`src/rtl/dmac_pkg.sv`:
```
package dmac_pkg;
  localparam int REG_W = 32;

  // word indices of the fixed registers
  localparam int IX_EVT  = 0;
  localparam int IX_MSK  = 1;
  localparam int IX_CTRL = 2;
  localparam int IX_TXST = 3;
  localparam int IX_RXST = 4;
  localparam int IX_CMD  = 5;
  localparam int IX_ID   = 6;

  // 8-slot ring windows, selected by index bits above bit 2
  localparam int GR_TXBASE = 1;
  localparam int GR_TXPTR  = 2;
  localparam int GR_RXBASE = 3;
  localparam int GR_RXPTR  = 4;
  localparam int RING_SLOTS = 8;

  // halt flag of ring i sits at TOP-i
  localparam int TX_HALT_TOP = 31;
  localparam int RX_HALT_TOP = 23;

  function automatic logic [REG_W-1:0] align_ptr(input logic [REG_W-1:0] v);
    return {v[REG_W-1:3], 3'b000};
  endfunction

  function automatic logic group_hit(input logic [REG_W-1:0] ev,
                                     input logic [REG_W-1:0] mk,
                                     input logic [REG_W-1:0] grp);
    return |(ev & mk & grp);
  endfunction
endpackage

```
`src/rtl/dmac_w1c_bits.sv`:
```
module dmac_w1c_bits #(
  parameter int W = 32
) (
  input  logic         clk,
  input  logic         rst,
  input  logic [W-1:0] clr,
  input  logic [W-1:0] set,
  output logic [W-1:0] q
);
  // a set pulse overrides a clear of the same bit
  always_ff @(posedge clk) begin
    if (rst) q <= '0;
    else     q <= (q & ~clr) | set;
  end
endmodule

```
`src/rtl/dmac_halt_ctl.sv`:
```
module dmac_halt_ctl #(
  parameter int N             = 8,
  parameter int TOP_BIT       = 31,
  parameter bit PULSE_IF_IDLE = 1'b0
) (
  input  logic        clk,
  input  logic        rst,
  input  logic        wr,
  input  logic [31:0] wdata,
  input  logic [N-1:0] set,
  output logic [N-1:0] restart,
  output logic [31:0] stat_word
);
  logic [N-1:0] halt_q;
  logic [N-1:0] clr;
  logic [N-1:0] pick;
  logic         unused_wdata;

  assign unused_wdata = ^wdata;

  for (genvar i = 0; i < N; i++) begin : g_ring
    assign clr[i] = wr & wdata[TOP_BIT-i];
    if (PULSE_IF_IDLE) begin : g_idle
      assign pick[i] = clr[i] & ~halt_q[i];
    end else begin : g_any
      assign pick[i] = clr[i];
    end
  end

  dmac_w1c_bits #(.W(N)) u_flags (
    .clk(clk), .rst(rst), .clr(clr), .set(set), .q(halt_q)
  );

  always_ff @(posedge clk) begin
    if (rst) restart <= '0;
    else     restart <= pick;
  end

  always_comb begin
    stat_word = '0;
    for (int i = 0; i < N; i++) stat_word[TOP_BIT-i] = halt_q[i];
  end
endmodule

```
`src/rtl/dmac_ring_ptrs.sv`:
```
module dmac_ring_ptrs
  import dmac_pkg::*;
#(
  parameter int N = 8
) (
  input  logic              clk,
  input  logic              rst,
  input  logic [N-1:0]      base_we,
  input  logic [REG_W-1:0]  wdata,
  output logic [N*REG_W-1:0] base_flat,
  output logic [N*REG_W-1:0] ptr_flat
);
  for (genvar i = 0; i < N; i++) begin : g_ring
    logic [REG_W-1:0] base_q;
    logic [REG_W-1:0] ptr_q;
    always_ff @(posedge clk) begin
      if (rst) begin
        base_q <= '0;
        ptr_q  <= '0;
      end else if (base_we[i]) begin
        base_q <= align_ptr(wdata);
        ptr_q  <= align_ptr(wdata);
      end
    end
    assign base_flat[i*REG_W +: REG_W] = base_q;
    assign ptr_flat[i*REG_W +: REG_W]  = ptr_q;
  end
endmodule

```
`src/rtl/dmac_regfile.sv`:
```
module dmac_regfile
  import dmac_pkg::*;
#(
  parameter int          NUM_RINGS = 8,
  parameter int          BUS_AW    = 8,
  parameter logic [31:0] TX_GRP    = 32'h0000_00FF,
  parameter logic [31:0] RX_GRP    = 32'h0000_FF00,
  parameter logic [31:0] ERR_GRP   = 32'hFFFF_0000,
  parameter logic [31:0] ID_VALUE  = 32'h4D41_0100
) (
  input  logic                       clk,
  input  logic                       rst,
  input  logic                       bus_en,
  input  logic                       bus_we,
  input  logic [BUS_AW-1:0]          bus_addr,
  input  logic [31:0]                bus_wdata,
  output logic [31:0]                bus_rdata,
  input  logic [31:0]                evt_set,
  input  logic [NUM_RINGS-1:0]       tx_halt_set,
  input  logic [NUM_RINGS-1:0]       rx_halt_set,
  output logic                       tx_irq,
  output logic                       rx_irq,
  output logic                       err_irq,
  output logic [NUM_RINGS-1:0]       tx_restart,
  output logic [NUM_RINGS-1:0]       rx_restart,
  output logic [32*NUM_RINGS-1:0]    tx_ring_ptr,
  output logic [32*NUM_RINGS-1:0]    rx_ring_ptr,
  output logic [31:0]                ctrl_word,
  output logic [31:0]                cmd_word
);
  localparam int IDX_W = BUS_AW - 2;
  localparam int GRP_W = IDX_W - 3;

  // decoded access, named for the checker
  logic [IDX_W-1:0] acc_idx;
  logic [GRP_W-1:0] acc_grp;
  logic [2:0]       acc_ring;
  logic             ring_ok;
  logic             wr_stb;
  logic             unused_addr_lo;

  assign acc_idx        = bus_addr[BUS_AW-1:2];
  assign acc_grp        = acc_idx[IDX_W-1:3];
  assign acc_ring       = acc_idx[2:0];
  assign ring_ok        = int'(acc_ring) < NUM_RINGS;
  assign wr_stb         = bus_en & bus_we;
  assign unused_addr_lo = ^bus_addr[1:0];

  logic wr_evt, wr_txst, wr_rxst;
  assign wr_evt  = wr_stb && (acc_idx == IDX_W'(IX_EVT));
  assign wr_txst = wr_stb && (acc_idx == IDX_W'(IX_TXST));
  assign wr_rxst = wr_stb && (acc_idx == IDX_W'(IX_RXST));

  // event register
  logic [31:0] evt_q;
  dmac_w1c_bits #(.W(32)) u_evt (
    .clk(clk), .rst(rst),
    .clr(wr_evt ? bus_wdata : 32'h0),
    .set(evt_set),
    .q(evt_q)
  );

  // plain read/write and write-only words
  logic [31:0] msk_q;
  always_ff @(posedge clk) begin
    if (rst) begin
      msk_q     <= '0;
      ctrl_word <= '0;
      cmd_word  <= '0;
    end else if (wr_stb) begin
      if (acc_idx == IDX_W'(IX_MSK))  msk_q     <= bus_wdata;
      if (acc_idx == IDX_W'(IX_CTRL)) ctrl_word <= bus_wdata;
      if (acc_idx == IDX_W'(IX_CMD))  cmd_word  <= bus_wdata;
    end
  end

  // ring halt flags and restart pulses
  logic [31:0] tx_stat_word, rx_stat_word;

  dmac_halt_ctl #(.N(NUM_RINGS), .TOP_BIT(TX_HALT_TOP), .PULSE_IF_IDLE(1'b0)) u_tx_halt (
    .clk(clk), .rst(rst), .wr(wr_txst), .wdata(bus_wdata),
    .set(tx_halt_set), .restart(tx_restart), .stat_word(tx_stat_word)
  );

  dmac_halt_ctl #(.N(NUM_RINGS), .TOP_BIT(RX_HALT_TOP), .PULSE_IF_IDLE(1'b1)) u_rx_halt (
    .clk(clk), .rst(rst), .wr(wr_rxst), .wdata(bus_wdata),
    .set(rx_halt_set), .restart(rx_restart), .stat_word(rx_stat_word)
  );

  // ring base / pointer pairs
  logic [NUM_RINGS-1:0] tx_base_we, rx_base_we;
  for (genvar i = 0; i < NUM_RINGS; i++) begin : g_we
    assign tx_base_we[i] = wr_stb && (int'(acc_grp) == GR_TXBASE) && (int'(acc_ring) == i);
    assign rx_base_we[i] = wr_stb && (int'(acc_grp) == GR_RXBASE) && (int'(acc_ring) == i);
  end

  logic [32*NUM_RINGS-1:0] tx_base_flat, rx_base_flat;

  dmac_ring_ptrs #(.N(NUM_RINGS)) u_tx_ring (
    .clk(clk), .rst(rst), .base_we(tx_base_we), .wdata(bus_wdata),
    .base_flat(tx_base_flat), .ptr_flat(tx_ring_ptr)
  );

  dmac_ring_ptrs #(.N(NUM_RINGS)) u_rx_ring (
    .clk(clk), .rst(rst), .base_we(rx_base_we), .wdata(bus_wdata),
    .base_flat(rx_base_flat), .ptr_flat(rx_ring_ptr)
  );

  // grouped interrupts
  assign tx_irq  = group_hit(evt_q, msk_q, TX_GRP);
  assign rx_irq  = group_hit(evt_q, msk_q, RX_GRP);
  assign err_irq = group_hit(evt_q, msk_q, ERR_GRP);

  // read mux
  logic [31:0] rd_val;
  always_comb begin
    rd_val = '0;
    if (acc_idx == IDX_W'(IX_EVT))       rd_val = evt_q;
    else if (acc_idx == IDX_W'(IX_MSK))  rd_val = msk_q;
    else if (acc_idx == IDX_W'(IX_CTRL)) rd_val = ctrl_word;
    else if (acc_idx == IDX_W'(IX_TXST)) rd_val = tx_stat_word;
    else if (acc_idx == IDX_W'(IX_RXST)) rd_val = rx_stat_word;
    else if (acc_idx == IDX_W'(IX_ID))   rd_val = ID_VALUE;
    else if (ring_ok) begin
      case (int'(acc_grp))
        GR_TXBASE: rd_val = tx_base_flat[int'(acc_ring)*32 +: 32];
        GR_TXPTR:  rd_val = tx_ring_ptr[int'(acc_ring)*32 +: 32];
        GR_RXBASE: rd_val = rx_base_flat[int'(acc_ring)*32 +: 32];
        GR_RXPTR:  rd_val = rx_ring_ptr[int'(acc_ring)*32 +: 32];
        default:   rd_val = '0;
      endcase
    end
  end

  assign bus_rdata = bus_en ? rd_val : 32'h0;
endmodule

```
`config.mk`:
```
export PLATFORM = sky130hd
export DESIGN_NAME = dmac_regfile
export DESIGN_NICKNAME = d
export VERILOG_FILES = /design/src/rtl/dmac_pkg.sv /design/src/rtl/dmac_w1c_bits.sv /design/src/rtl/dmac_halt_ctl.sv /design/src/rtl/dmac_ring_ptrs.sv /design/src/rtl/dmac_regfile.sv
export SDC_FILE = /design/constraint.sdc
export NUM_CORES = 2
export LEC_CHECK = 0
export BUFFER_PORTS_ARGS = -buffer_cell sky130_fd_sc_hd__buf_2
export CORE_MARGIN = 2
export CORE_UTILIZATION = 45
export DETAILED_ROUTE_END_ITERATION = 16
export GPL_ROUTABILITY_DRIVEN = 0
export PLACE_DENSITY = 0.74
export SLEW_MARGIN = 20
export SYNTH_ARGS = -nofsm -noshare
export SYNTH_HDL_FRONTEND = slang
export SYNTH_HIERARCHICAL = 1
export SYNTH_SLANG_ARGS = --single-unit
```
`constraint.sdc`:
```
create_clock -name clk -period 4.34 [get_ports clk]
set_input_delay 0.217 -clock clk [delete_from_list [all_inputs] [get_ports clk]]
set_output_delay 0.217 -clock clk [all_outputs]
set_load 0.01 [all_outputs]
```
Word level (Yosys, flattened, before mapping)
Index checks and enable logic that the tools add are counted.
{ "totals": {"out_inout_bits": 627, "reg_bits": 624, "inputBits": 92, "elab_cells": 128} }
{ "op_classes": {"n_bitwise": 43, "n_shift": 2, "eq_ne": 19, "n_mux": 9, "n_reduce_logical": 31} }
{ "ops": {"columns": ["cell", "count"], "rows": [
  ["256-bit by 9-bit indexed part select with 32-bit output", 2],
  ["32-bit two-way mux", 8],
  ["32-bit bitwise AND", 2],
  ["32-bit case mux with 2 select lines", 1],
  ["32-bit NOT", 1],
  ["32-bit bitwise OR", 1],
  ["1-bit bitwise AND", 25],
  ["1-bit logical AND", 21],
  ["3-bit equality test (second input constant)", 6],
  ["6-bit by 3-bit equality test with 1-bit output (second input constant)", 3],
  ["8-bit bitwise AND", 2],
  ["8-bit NOT", 2],
  ["8-bit bitwise OR", 2],
  ["16-bit OR reduction", 1],
  ["8-bit OR reduction", 2],
  ["3-bit by 2-bit equality test with 1-bit output (second input constant)", 5],
  ["6-bit by 2-bit equality test with 1-bit output (second input constant)", 2],
  ["1-bit NOT", 8],
  ["3-bit by 1-bit equality test with 1-bit output (second input constant)", 2],
  ["6-bit by 1-bit equality test with 1-bit output (second input constant)", 1],
  ["6-bit logical NOT", 1],
  ["2-bit AND reduction", 3],
  ["2-bit OR reduction", 2],
  ["3-bit logical NOT", 1]
]} }

Longest topological paths before layout
{ "depth": {"ltp_word": 10, "mapped_depth": 11} }

Modules after synthesis
The synthesis kept the hierarchy.
{ "modules_own_cells": {"columns": ["mod", "cells_per_inst", "area_each_um2", "n_inst"], "rows": [
  ["dmac_ring_ptrs", 1056, 10491.3, 2],
  ["dmac_regfile", 2026, 14088.5, 1],
  ["dmac_w1c_bits at u_evt", 131, 1154.9, 1],
  ["dmac_w1c_bits at u_rx_halt.u_flags ...", 33, 381.6, 2],
  ["dmac_halt_ctl at u_rx_halt", 50, 500.5, 1],
  ["dmac_halt_ctl at u_tx_halt", 50, 490.5, 1]
]} }

Worst setup path after synthesis
Ideal clock, no wire load.
{ "synth_path": {"path_type": "input port to flip-flop", "start": "input bus_addr[5]", "end": "register u_tx_ring.g_ring[0].base_q[21]", "arrival_time_ns": 2.080, "required_ns": 4.212, "cell_stages": 11, "setup_slack_ns": 2.132, "setup_time_ns": 0.128, "path_cell_list": "buf_6 > buf_6 > buf_12 > inv_2 > nor3_2 > nand2_1 > nor3_1 > buf_6 > buf_12 > mux2i_1 > nor2_1"} }
{ "synth_between": {"elab_chain_len": 3} }
{ "synth_lines": {"columns": ["element", "line_no", "text"], "rows": [
  ["start, declared", "dmac_regfile.sv:15", "input logic [BUS_AW-1:0] bus_addr,"],
  ["3-bit by 2-bit equality test with 1-bit output", "dmac_regfile.sv:93", "assign tx_base_we[i] = wr_stb && (int'(acc_grp) == GR_TXBASE) && (int'(acc_ring) == i);"],
  ["1-bit logical AND (2 in a row)", "dmac_regfile.sv:93", null],
  ["named net tx_base_we[0]", "dmac_regfile.sv:91", "logic [NUM_RINGS-1:0] tx_base_we, rx_base_we;"],
  ["end signal, assigned", "dmac_ring_ptrs.sv:21", "base_q <= align_ptr(wdata);"],
  ["end, declared", "dmac_ring_ptrs.sv:14", "logic [REG_W-1:0] base_q;"]
]} }
The timed path passes the listed nets, and every way through them passes these cells.
A chain may end at the register's enable or synchronous reset.

Worst setup path in the final report
{ "layout_path": {"start": "input bus_addr[6]", "end": "output bus_rdata[2]"} }
{ "layout_between": {"elab_chain_len": 10, "word_cells_on_any_way": 20, "classes_between": "eq/ne: 9; mux: 8; reduce/logical: 3"} }
{ "layout_lines": {"columns": ["element", "line_no", "text"], "rows": [
  ["3-bit equality test (tied with other cells)", "dmac_regfile.sv:125", "case (int'(acc_grp))"],
  ["2-bit OR reduction (no source line)", null, null],
  ["32-bit case mux with 2 select lines", "dmac_regfile.sv:125", null],
  ["32-bit two-way mux", "dmac_regfile.sv:123", "else if (acc_idx == IDX_W'(IX_ID)) rd_val = ID_VALUE;"],
  ["32-bit two-way mux", "dmac_regfile.sv:122", "else if (acc_idx == IDX_W'(IX_RXST)) rd_val = rx_stat_word;"],
  ["32-bit two-way mux", "dmac_regfile.sv:121", "else if (acc_idx == IDX_W'(IX_TXST)) rd_val = tx_stat_word;"],
  ["32-bit two-way mux", "dmac_regfile.sv:120", "else if (acc_idx == IDX_W'(IX_CTRL)) rd_val = ctrl_word;"],
  ["32-bit two-way mux", "dmac_regfile.sv:119", "else if (acc_idx == IDX_W'(IX_MSK)) rd_val = msk_q;"],
  ["32-bit two-way mux *", "dmac_regfile.sv:118", "if (acc_idx == IDX_W'(IX_EVT)) rd_val = evt_q;"],
  ["32-bit two-way mux *", "dmac_regfile.sv:135", "assign bus_rdata = bus_en ? rd_val : 32'h0;"],
  ["end, declared", "dmac_regfile.sv:17", "output logic [31:0] bus_rdata,"]
]} }
Every way passes the cells marked *; elsewhere a longest branch is shown, timed or not.

==> metrics.txt <==
io pins 719; Root Buffer clkbuf_16; CTS Buf Count 74; Synth async-reset ratio 0; Slowest-stage cell, CP or3_1; Layout Utilization 0.487; cell family with most CP delay simple AND/OR/NAND/NOR gates; initial antenna violation count 6; clock sinks 624; worst skew pair latency 0.62 ns; post-route antenna net violation count 0; CP Max Fanout 16; CTS tree built; Post-synth top flop dfxtp_1; Area after DPL 37700 um^2; Core Rows 106; Clock Path Buffers 3; global-route usage over all layers 0.375; #FFs+latches synth 624; P&R area growth vs syn 7.19%; Slew headroom 0.291; critical path startpoint category input port; layout cells sized above 1 0.234; Horiz. Die Dim 295 um; post_cts resized 0; fin crit share 0.824; unrepaired setup endpoints after global routing no; register area share after synthesis 0.329; drt first-iter violations 4511; CP bufs+invs 4; Vias/cell 6.31; WL final 173000 um; WHS 0.0566 ns; routed len/inst 30.6 um; Worst Hold Launch bus_wdata[23]; pwr dens 344 nW/um^2; clk_skew 0.00453 ns; Post-Syn Instances 4435; Filler cells 7879; static leakage 16.5 nW; DRC errors left 0; Final nets 4596; setup TNS 0 ns; Buffers on Ports 668; CP cell instances buf_2 -> nor3_2 -> buf_4 -> or3_1 -> buf_4 -> nor3_1 -> a31oi_1 -> a21oi_1 -> buf_2; worst vdd ir 0.000290 V; Tot Pwr 14.0 mW; post-synthesis cell type count 92; clk slew on worst S/H paths 0.06 ns; die height 295 um; Pre-Repair DR Iteration Count 8; WP data arrival 3.36 ns; Avg Cell Area, Syn 8.56 um^2; worst path required time 4.12 ns; largest net degree at the start of global routing 142; setup violators final 0; routed via count 35600; minimum clock period after layout 3.58 ns; Synth Cell Area 38000 um^2; H-tree depth 3; Critical Path Max Stage Delay 0.62 ns; actual slew at the worst max-slew pin 1.06 ns; status completed; Setup Buffers After CTS 0; first-pass GRT wire length 236000 um; vias in the first global route 32200; final hold vios 0; DIE AREA 86700 um^2; Post-CTS Hold Fix Bufs 51; max-cap check violation count 0; post-route cell area 40700 um^2; initial core utilization 0.455; Post-synth EDFFs 0; Yosys warnings 6; Reg-to-Reg Start u_evt/q[17]; overflow left after global routing 0; critical path class input port to output port; Worst setup startpoint bus_addr[6]; FMAX 0.280 GHz; core area 83600 um^2; Crit. End Element output port; min-delay worst type input port to register; max-slew violations 0; post-DP HPWL 119000 um
cells in the final DEF (no fill, tap or decap), drive strengths merged, types with 7 or more instances in the layout:
cell type	count
a22o	39
clkinv	16
a22oi	118
o211ai	17
inv	87
nor3	32
and3	37
dfxtp	624
clkbuf	97
mux2i	591
a221o	24
o21ai	244
o22ai	42
a221oi	123
nand3	16
a211oi	12
o221ai	21
nand2	288
o31ai	9
and2	19
bufinv	8
a2111oi	13
a211o	7
and3b	12
nand4	18
nor2	547
conb	144
a31oi	21
nand2b	53
mux4	16
mux2	11
o21a	8
a311oi	10
dlygate4sd3	51
a21oi	281
buf	812
final cells by class:
class,instances,area [um^2],area share
Antenna cell,1,2.50,0.0000615
Sequential cell,624,12500,0.307
Clock inverter,36,464,0.0114
Timing Repair Buffer,863,5190,0.127
Inverter,79,297,0.00728
Tap cell,1080,1350,0.0332
Multi-Input combinational cell,2862,18800,0.463
Clock buffer,97,2070,0.0509
power breakdown:
group	internal, mW	switching, mW
combinational	0.449	1.15
clock	3.88	2.71
sequential	5.77	0.0550
registers in the layout (all words and copies together), names as in the netlist:
| register | flops |
|---|---|
| u_rx_halt/restart | 8 |
| u_evt/q | 32 |
| u_tx_ring/g_ring.base_q | 29 |
| msk_q | 32 |
| u_tx_halt/u_flags/q | 8 |
| ctrl_word | 32 |
| u_tx_halt/restart | 8 |
| u_tx_ring/g_ring.ptr_q | 203 |
| u_rx_halt/u_flags/q | 8 |
| cmd_word | 32 |
| u_rx_ring/g_ring.base_q | 29 |
| u_rx_ring/g_ring.ptr_q | 203 |
cells by family after synthesis:
family          synth area share
mux                        0.169
other cells             0.000395
simple gates               0.128
flops                      0.329
buf+inv                    0.194
compound gates             0.180
stage by stage:
stage / instances / setup slack [ns]
finish: 5642 / 0.764
global route: 5642 / 0.751
CTS: 5641 / 0.871
detailed placement: 5457 / 0.811
global placement: 5457 / 0.839
floorplan: 4575 / 2.13
routing by layer:
metal,track usage,routed length [um]
met5,0,41
met4,0.244,13600
met3,0.105,21200
met2,0.591,76600
met1,0.448,61200
cell usage after synthesis, types with 7 or more instances:
library cell	n	area [um^2]
o221ai_1	21	184
o21ai_1	7	35.0
o21ai_0	237	1190
clkbuf_1	140	526
a211o_1	7	61.3
buf_6	46	518
and3_1	37	231
inv_1	78	293
buf_2	141	706
nand2_1	288	1080
mux4_2	16	360
o21a_1	7	52.6
nand2b_1	37	231
a311oi_1	10	87.6
nand4_1	18	113
nor2_1	543	2040
buf_4	658	4940
mux2i_1	591	5920
a221oi_1	121	1060
dfxtp_1	624	12500
nand3_1	16	80.1
a31oi_1	21	131
nor3_1	30	150
a2111oi_0	8	70.1
o22ai_1	42	263
o211ai_1	17	128
buf_12	17	340
and2_1	13	81.3
o31ai_1	8	60.1
a211oi_1	12	90.1
a21oi_2	16	140
a21oi_1	265	1330
nand2b_4	16	220
a22o_1	39	342
mux2_2	11	124
a22oi_1	118	886
a221o_1	24	240
worst reg2reg max path, cell delays in order (launching register included):
cell	delay, ns
dfxtp_1	0.57
nand2b_1	0.11
a21oi_1	0.19
worst paths after layout:
check | endpoint | slack [ns] | cells past startpoint
min reg2reg | cmd_word[31] | 0.45 | 2
min | ctrl_word[23] | 0.06 | 3
max | bus_rdata[2] | 0.76 | 9
max reg2reg | u_evt/q[17] | 3.39 | 2
No activity file was read; power rests on OpenSTA's default activity.
